[src/rtl/sar_pkg.sv]
package sar_pkg;
  localparam int SAR_RES_W = 10;
  localparam int SAR_REG_W = 16;
  localparam int SAR_DIV_W = 8;

  typedef enum logic {
    TRIG_SOFT  = 1'b0,
    TRIG_TIMER = 1'b1
  } trig_src_e;
endpackage

[src/rtl/sar_step_timer.sv]
module sar_step_timer #(
  parameter int DIV_W = 8
) (
  input  logic             clk,
  input  logic             rst,
  input  logic             load,
  input  logic             run,
  input  logic [DIV_W-1:0] div,
  output logic             tick
);
  logic [DIV_W-1:0] cnt_q;

  always_ff @(posedge clk) begin
    if (rst) begin
      cnt_q <= '0;
    end else if (load) begin
      cnt_q <= div;
    end else if (run) begin
      if (cnt_q == '0) cnt_q <= div;
      else             cnt_q <= cnt_q - 1'b1;
    end
  end

  assign tick = run && (cnt_q == '0);
endmodule

[src/rtl/sar_search.sv]
module sar_search #(
  parameter int RES_W = 10
) (
  input  logic             clk,
  input  logic             rst,
  input  logic             start,
  input  logic             tick,
  input  logic             cmp,
  input  logic             dac_load,
  input  logic [RES_W-1:0] dac_data,
  output logic [RES_W-1:0] code,
  output logic             busy,
  output logic             fin,
  output logic [RES_W-1:0] final_code
);
  localparam int IDX_W = $clog2(RES_W);
  localparam logic [RES_W-1:0] MID = {1'b1, {(RES_W-1){1'b0}}};

  logic [IDX_W-1:0] idx_q;
  logic [RES_W-1:0] decided;
  logic [RES_W-1:0] nxt;

  always_comb begin
    decided = code;
    if (!cmp) decided[idx_q] = 1'b0;
    nxt = decided;
    if (idx_q != '0) nxt[idx_q - IDX_W'(1)] = 1'b1;
  end

  always_ff @(posedge clk) begin
    if (rst) begin
      code  <= '0;
      idx_q <= '0;
      busy  <= 1'b0;
    end else if (start) begin
      code  <= MID;
      idx_q <= IDX_W'(RES_W-1);
      busy  <= 1'b1;
    end else if (dac_load) begin
      code  <= dac_data;
    end else if (tick) begin
      code <= nxt;
      if (idx_q == '0) busy  <= 1'b0;
      else             idx_q <= idx_q - IDX_W'(1);
    end
  end

  assign fin        = tick && (idx_q == '0);
  assign final_code = decided;

  assert_first_trial_R1: assert property (@(posedge clk) disable iff (rst)
    $rose(busy) |-> code == MID);

  assert_dac_load_R10: assert property (@(posedge clk) disable iff (rst)
    dac_load |=> code == $past(dac_data));
endmodule

[src/rtl/sar_fmt.sv]
module sar_fmt #(
  parameter int RES_W = 10,
  parameter int REG_W = 16
) (
  input  logic [RES_W-1:0] code,
  input  logic             left,
  output logic [REG_W-1:0] word
);
  localparam int PAD_W = REG_W - RES_W;

  logic [RES_W-1:0] sgn;

  assign sgn = {~code[RES_W-1], code[RES_W-2:0]};

  always_comb begin
    if (left) word = {sgn, {PAD_W{1'b0}}};
    else      word = {{PAD_W{sgn[RES_W-1]}}, sgn};
  end
endmodule

[src/rtl/sar_conv_ctrl.sv]
module sar_conv_ctrl
  import sar_pkg::*;
#(
  parameter int RES_W = SAR_RES_W,
  parameter int REG_W = SAR_REG_W,
  parameter int DIV_W = SAR_DIV_W
) (
  input  logic             clk,
  input  logic             rst,
  input  logic             cfg_dac_mode,
  input  logic             cfg_left_adj,
  input  logic             cfg_trig_sel,
  input  logic [DIV_W-1:0] cfg_div,
  input  logic             sw_start,
  input  logic             tmr_trig,
  input  logic             dac_wr_en,
  input  logic [RES_W-1:0] dac_wr_data,
  input  logic             cmp_in,
  input  logic             done_clr,
  input  logic             rd_hi,
  output logic [RES_W-1:0] trial_code,
  output logic             busy,
  output logic             done,
  output logic             irq,
  output logic [REG_W-1:0] result
);
  trig_src_e        src;
  logic             trig_hit;
  logic             start_ok;
  logic             dac_ok;
  logic             tick;
  logic             fin;
  logic [RES_W-1:0] final_code;
  logic [REG_W-1:0] fmt_word;

  assign src      = trig_src_e'(cfg_trig_sel);
  assign trig_hit = (src == TRIG_TIMER) ? tmr_trig : sw_start;
  assign start_ok = trig_hit && !cfg_dac_mode && !busy;
  assign dac_ok   = dac_wr_en && cfg_dac_mode && !busy;

  sar_step_timer #(.DIV_W(DIV_W)) timer_i (
    .clk (clk),
    .rst (rst),
    .load(start_ok),
    .run (busy),
    .div (cfg_div),
    .tick(tick)
  );

  sar_search #(.RES_W(RES_W)) search_i (
    .clk       (clk),
    .rst       (rst),
    .start     (start_ok),
    .tick      (tick),
    .cmp       (cmp_in),
    .dac_load  (dac_ok),
    .dac_data  (dac_wr_data),
    .code      (trial_code),
    .busy      (busy),
    .fin       (fin),
    .final_code(final_code)
  );

  sar_fmt #(.RES_W(RES_W), .REG_W(REG_W)) fmt_i (
    .code(final_code),
    .left(cfg_left_adj),
    .word(fmt_word)
  );

  always_ff @(posedge clk) begin
    if (rst) begin
      done   <= 1'b0;
      result <= '0;
    end else begin
      if (fin)                       done <= 1'b1;
      else if (done_clr || rd_hi)    done <= 1'b0;
      if (fin) result <= fmt_word;
    end
  end

  assign irq = done;

  assert_end_sets_done_R3: assert property (@(posedge clk) disable iff (rst)
    fin |=> done && !busy);

  assert_clear_done_R8: assert property (@(posedge clk) disable iff (rst)
    (done_clr || rd_hi) && !fin |=> !done);

  assert_result_hold_R11: assert property (@(posedge clk) disable iff (rst)
    !$past(fin) |-> $stable(result));
endmodule

[config.mk]
export PLATFORM = sky130hd
export DESIGN_NAME = sar_conv_ctrl
export DESIGN_NICKNAME = d
export VERILOG_FILES = /design/src/rtl/sar_pkg.sv /design/src/rtl/sar_step_timer.sv /design/src/rtl/sar_search.sv /design/src/rtl/sar_fmt.sv /design/src/rtl/sar_conv_ctrl.sv
export SDC_FILE = /design/constraint.sdc
export NUM_CORES = 1
export LEC_CHECK = 0
export BUFFER_PORTS_ARGS = -buffer_cell sky130_fd_sc_hd__buf_2
export CAP_MARGIN = 20
export CELL_PAD_IN_SITES_DETAIL_PLACEMENT = 0
export CELL_PAD_IN_SITES_GLOBAL_PLACEMENT = 1
export CORE_MARGIN = 3
export CORE_UTILIZATION = 34
export CTS_CLUSTER_DIAMETER = 200
export DETAILED_ROUTE_END_ITERATION = 10
export GPL_ROUTABILITY_DRIVEN = 0
export PLACE_DENSITY_LB_ADDON = 0.1
export SLEW_MARGIN = 10
export SYNTH_ARGS = -nofsm -noshare
export SYNTH_HDL_FRONTEND = slang
export SYNTH_SLANG_ARGS = --single-unit
[constraint.sdc]
create_clock -name clk -period 1.9 [get_ports clk]
set_clock_uncertainty 0.15 [all_clocks]
set_input_delay 0.095 -clock clk [delete_from_list [all_inputs] [get_ports clk]]
set_output_delay 0.095 -clock clk [all_outputs]
set_load 0.01 [all_outputs]
======== After elaboration in Yosys (flattened, before gate mapping) ========
Cells that the tools add are included.
word-level totals
  memory bits (read-only) ................. 0
  bits in writable memories ............... 0
  memories kept ........................... 0
  logic and storage cells ................. 70
  register bits ........................... 40
  output and inout port bits .............. 29
  bits in latches ......................... 0
cells by class
  $add $sub $neg .......................... 2
  multipliers ............................. 0
  multiplexer cells ....................... 24
  bitwise logic cells ..................... 6
  reductions and logical operators ........ 24
  order comparisons ....................... 4
  eq/ne operators ......................... 2
  shift operators ......................... 0
  divide/modulo/power cells ............... 0
operators by type and width
  kind                                                               count
  2-to-1 mux 10 bit                                                  5
  2-to-1 mux 8 bit                                                   3
  2-to-1 mux 4 bit                                                   4
  2-to-1 mux 15 bit                                                  1
  AND 10 bit                                                         1
  less-than comparator 4 x 5 -> 1 bit, second input constant         2
  inverter 10 bit                                                    1
  bitwise OR 10 bit                                                  1
  nonzero test 2 bit                                                 5
  2-to-1 mux 1 bit                                                   9
  AND reduction 3 bit                                                3
  demux 1 bit (select 4 bit)                                         2
  greater-or-equal comparator 4 x 1 -> 1 bit, second input constant  2
  logical AND 1 bit                                                  8
  logical NOT 8 bit                                                  1
  subtractor 8 x 1 -> 8 bit, second input constant                   1
  logical NOT 4 bit                                                  1
  != test 2 x 1 -> 1 bit, second input constant                      2
  nonzero test 4 bit                                                 1
  subtractor 4 x 1 -> 4 bit, second input constant                   1
  inverter 1 bit                                                     3
  nonzero test 3 bit                                                 1
  logical NOT 1 bit                                                  2
  OR reduction 2 bit                                                 1
  logical OR 1 bit                                                   1

======== Logic depth before layout (Yosys ltp) ========
  word-level depth ........................ 12
  depth in mapped cells ................... 8

======== Modules after synthesis ========
Synthesis repeated with hierarchy kept, for this count alone.
second synthesis, totals
  cell total of the unflattened synthesis .. 281
  area total of the unflattened synthesis .. 2416.1 um2
by module, submodules not included
  module          cells an instance  area each (um2)  sequential area each (um2)  times used
  sar_search      133                1033.5           300.3                       1
  sar_conv_ctrl   61                 649.4            340.3                       1
  sar_step_timer  69                 593.1            160.2                       1
  sar_fmt         18                 140.1            0.0                         1

======== Worst setup path before layout ========
No wires, ideal clock.
  path kind ............................... register to register
  from .................................... register search_i.idx_q[0]
  to ...................................... register result[7]
  setup slack ............................. -49 ps
  arrival ................................. 1667 ps
  cell stages (with the launch flop) ...... 8
  data required time ...................... 1618 ps
  buffers on the path ..................... 1
  setup time .............................. 132 ps
  cell sequence ........................... dfxtp_1 inv_1 ha_1 nor3b_2 nand4_1 clkbuf_1 a311oi_1 nor3_1
on the way
  cells in the longest elaborated chain, start to end .. 8
ends and longest elaborated chain
  item                                                                                                                            line                 RTL
  start: declaration                                                                                                              sar_search.sv:19     logic [IDX_W-1:0] idx_q;
  start signal: assignment                                                                                                        sar_search.sv:37     idx_q <= IDX_W'(RES_W-1);
  start signal: assignment                                                                                                        sar_search.sv:44     else idx_q <= idx_q - IDX_W'(1);
  less-than comparator 4 x 5 -> 1 bit (implied by the code) / greater-or-equal comparator 4 x 1 -> 1 bit (equally long branches)  sar_search.sv:25     if (!cmp) decided[idx_q] = 1'b0;
  logical AND 1 bit (implied by the code)                                                                                         sar_search.sv:25
  2-to-1 mux 1 bit (implied by the code)                                                                                          sar_search.sv:25
  demux 1 bit (select 4 bit)                                                                                                      -
  inverter 10 bit (no line)                                                                                                       -
  AND 10 bit (no line)                                                                                                            -
  2-to-1 mux 10 bit                                                                                                               sar_search.sv:25
  2-to-1 mux 15 bit                                                                                                               sar_fmt.sv:16        if (left) word = {sgn, {PAD_W{1'b0}}};
  end signal: assignment                                                                                                          sar_conv_ctrl.sv:77  if (fin) result <= fmt_word;
  end: declaration                                                                                                                sar_conv_ctrl.sv:25  output logic [REG_W-1:0] result
Several ways; a longest one is shown, not always the timed one.
A chain may end at the register's enable or synchronous reset.

======== Worst setup path in the final report ========
  from .................................... register timer_i.cnt_q[0]
  to ...................................... register result[8]
on the way
  cells in the longest elaborated chain, start to end .. 3
ends and longest elaborated chain
  item                      line                  RTL
  start: declaration        sar_step_timer.sv:11  logic [DIV_W-1:0] cnt_q;
  start signal: assignment  sar_step_timer.sv:17  cnt_q <= div;
  start signal: assignment  sar_step_timer.sv:19  if (cnt_q == '0) cnt_q <= div;
  start signal: assignment  sar_step_timer.sv:20  else cnt_q <= cnt_q - 1'b1;
  logical NOT 8 bit         sar_step_timer.sv:24  assign tick = run && (cnt_q == '0);
  logical AND 1 bit         sar_step_timer.sv:24
  logical AND 1 bit         sar_search.sv:48      assign fin = tick && (idx_q == '0);
No other way between the ends.

==> flow_metrics.tcl <==
set metrics [dict create \
    fin_crit_sh_pct 100 \
    status "finished with violations" \
    synth.avg_cell_area_sq_um 7.96 \
    path_class "flip-flop to flip-flop" \
    clock_latency_ns 0.29 \
    synthSimpleGateAreaFrac_pct 25.4 \
    multi_input_area_sq_um 1430 \
    drt_iter0_drc 96 \
    ys.flop_type "dfxtp_1" \
    worstRegToRegCells 8 \
    switchingPower_mw 1.10 \
    seq_area_sq_um 808 \
    core_sq_um 6100 \
    hp-class "input port to flip-flop" \
    grt_pass1_wl_um 11000 \
    required_ns 1.93 \
    yosys.cell_count.top_type "dfxtp_1" \
    die_h_um 86.5 \
    design.die.area_sq_um 7490 \
    htree_levels 2 \
    num_vias 2407 \
    synth_edf_count 0 \
    switching_share_pct 37.0 \
    vdd_drop_max_mv 0.589 \
    p_seq_share_pct 34.6 \
    worst_pin_slew_ns 0.428 \
    area_growth_pct 47.0 \
    power_density_nw_per_um2 914 \
    critPathLaunchType "flip-flop" \
    p_total_mw 2.96 \
    numCtsBuffers 5 \
    synth_top_family_by_area "simple AND/OR/NAND/NOR gates" \
    r2r_slack_ns -0.006 \
    syn_area_sq_um 2200 \
    cts_tree "yes" \
    clockPowerShare_pct 19.5 \
    diodes 0 \
    arrival_ns 1.94 \
    cts_sinks 40 \
    ys_ff_latch 40 \
    yosysWarnings 0 \
    synth.mux.area_fraction_pct 4.26 \
    async_flop_share_pct 0 \
    whs_path_depth 3 \
    dpl.cell_count 431 \
    die_w_um 86.5 \
    setup_viol 1 \
    wire_per_inst_um 15.2 \
    fin_ws_ns -0.00636 \
    synth_top_area_share_pct 36.3 \
    cts.clk_slew.worst_paths_ns 0.08 \
    firstDrtPassIters 4 \
    internal-power_mw 1.87 \
    vias_per_cell 5.22 \
    synth-xor-area-share_pct 0.795 \
    grt_pass1_vias 2302 \
    synth-adder-area-share_pct 4.54 \
    finalNonFillerCells 461 \
    grtUsageTotal_pct 18.3 \
    fp-row-count 28 \
    fmax_ghz 0.525 \
    grt.overflow.total 0 \
    p_comb_share_pct 45.8 \
    dp.final_hpwl_um 5020 \
    antenna_found_initial 0 \
    ios 58 \
    port-buffer-count 57 \
    n_fill_cell 636 \
    wirelength_um 7030 \
    clockRootBuffer "clkbuf_8" \
    maxCapViolations 0 \
    finalHoldViolCount 0 \
    synth_area_leaders "dfxtp_1, nand2_1, nor2_1" \
    crit_fanout 6 \
    grt_max_degree 24 \
    ant_nets 0 \
    synth.largest_area_cell "dfxtp_1" \
    rsz0062_at_grt "true" \
    dpl-instance-area_sq_um 2800 \
    drc 0 \
    drive_gt1_share_pct 38.6 \
    syn_inst 277 \
    layout.nets 422 \
    period_minus_slack_ns 1.91 \
    synth.net_count 314 \
    endpoint_kind "flip-flop" \
    ys_seq_area_share_pct 36.3 \
    final_area_sq_um 3240 \
    clk_path_buf_depth 2 \
    slew_violations 0 \
    synth_common_cells "dfxtp_1, nand2_1, nor2_1" \
    slew-limit-headroom_pct 71.2 \
    setup_tns_ns -0.00636 \
    p_leak_nw 1.42 \
    initial_utilization_pct 36.2 \
    synth-compound-area-share_pct 23.7 \
    synthDistinctLibCells 43 \
    failed_checks "negative setup slack" \
]
## power by group through the flow
stage	logic [mW]	registers [mW]	clock network (mW)
after floorplan	0.689	1.05	0
after global placement	1.13	1.04	0
after detailed placement	1.13	1.04	0
after CTS	1.18	1.02	0.601
after global routing	1.50	1.04	0.632
final	1.36	1.03	0.579
## cell usage in the layout, fill, tap and decap left out, types with 6 or more instances in the layout
master / n
a31oi_1: 10
nand2b_1: 6
nor3_1: 7
buf_4: 38
mux2i_1: 6
dlygate4sd3_1: 12
nand2_1: 33
o221ai_1: 9
buf_2: 58
nand3_1: 10
o32ai_1: 7
dfxtp_1: 36
inv_1: 12
a21oi_1: 18
nor2_1: 30
o21ai_0: 6
buf_6: 6
## what timing repair did
action	4_1_cts	5_1_grt
cloned	0	3
endpoints found under the setup margin	13	30
resized for setup	11	37
pin swaps	3	17
endpoints found under the hold margin	10	0
setup buffers	2	5
hold buffers	12	0
## through the flow
step	hold WS, ns	setup WS [ns]	utilization (%)
finish	0.00270	-0.00636	53.2
global route	0.0000988	-0.0776	53.2
CTS	0.00127	0.000541	50.1
detailed placement	0.220	-0.0549	45.9
global placement	0.212	-0.0432	45.9
floorplan	0.107	0.00940	-
## sequential cells by signal (all words and copies together) (netlist names)
signal and count:
result 16, search_i.code 10, timer_i.cnt_q 8, search_i.idx_q 4
done 1, search_i.busy 1
## metal layers
metal	track usage, %	wire, um
met1	24.2	3190
met5	0	0
met3	2.95	332
met2	30.7	3400
met4	4.96	108
## worst max-delay path, cell delays in order (launching register included)
cell and delay, ns:
dfxtp_2 0.34, inv_1 0.07, ha_2 0.19, and3b_2 0.23, nand4_1 0.17, buf_4 0.20, buf_6 0.13, a311oi_2 0.25
nor3_1 0.07
## final cells by class
type                    instances  share of cell area [%]
multi-input cells             210                    44.2
flip-flops and latches         40                    24.9
repair buffers                114                    23.6
clock inverters                 3                   0.579
well taps                      75                    2.90
clock buffers                   5                    2.12
inverters                      14                    1.70
## path summary, 6_finish.rpt
| path | startpoint | end |
|---|---|---|
| setup reg to reg | timer_i.cnt_q[0] | result[8] |
| hold reg to reg | result[5] | result[5] |
| setup / recovery | timer_i.cnt_q[0] | result[8] |
| hold / removal | dac_wr_data[4] | search_i.code[4] |
## logic make-up after synthesis
logic type	count (synthesis)
simple gates	115
compound gates	76
flops	40
buf+inv	27
mux	9
fa+ha+maj	8
xor+xnor	2
No activity file was read; power rests on OpenSTA's default activity.
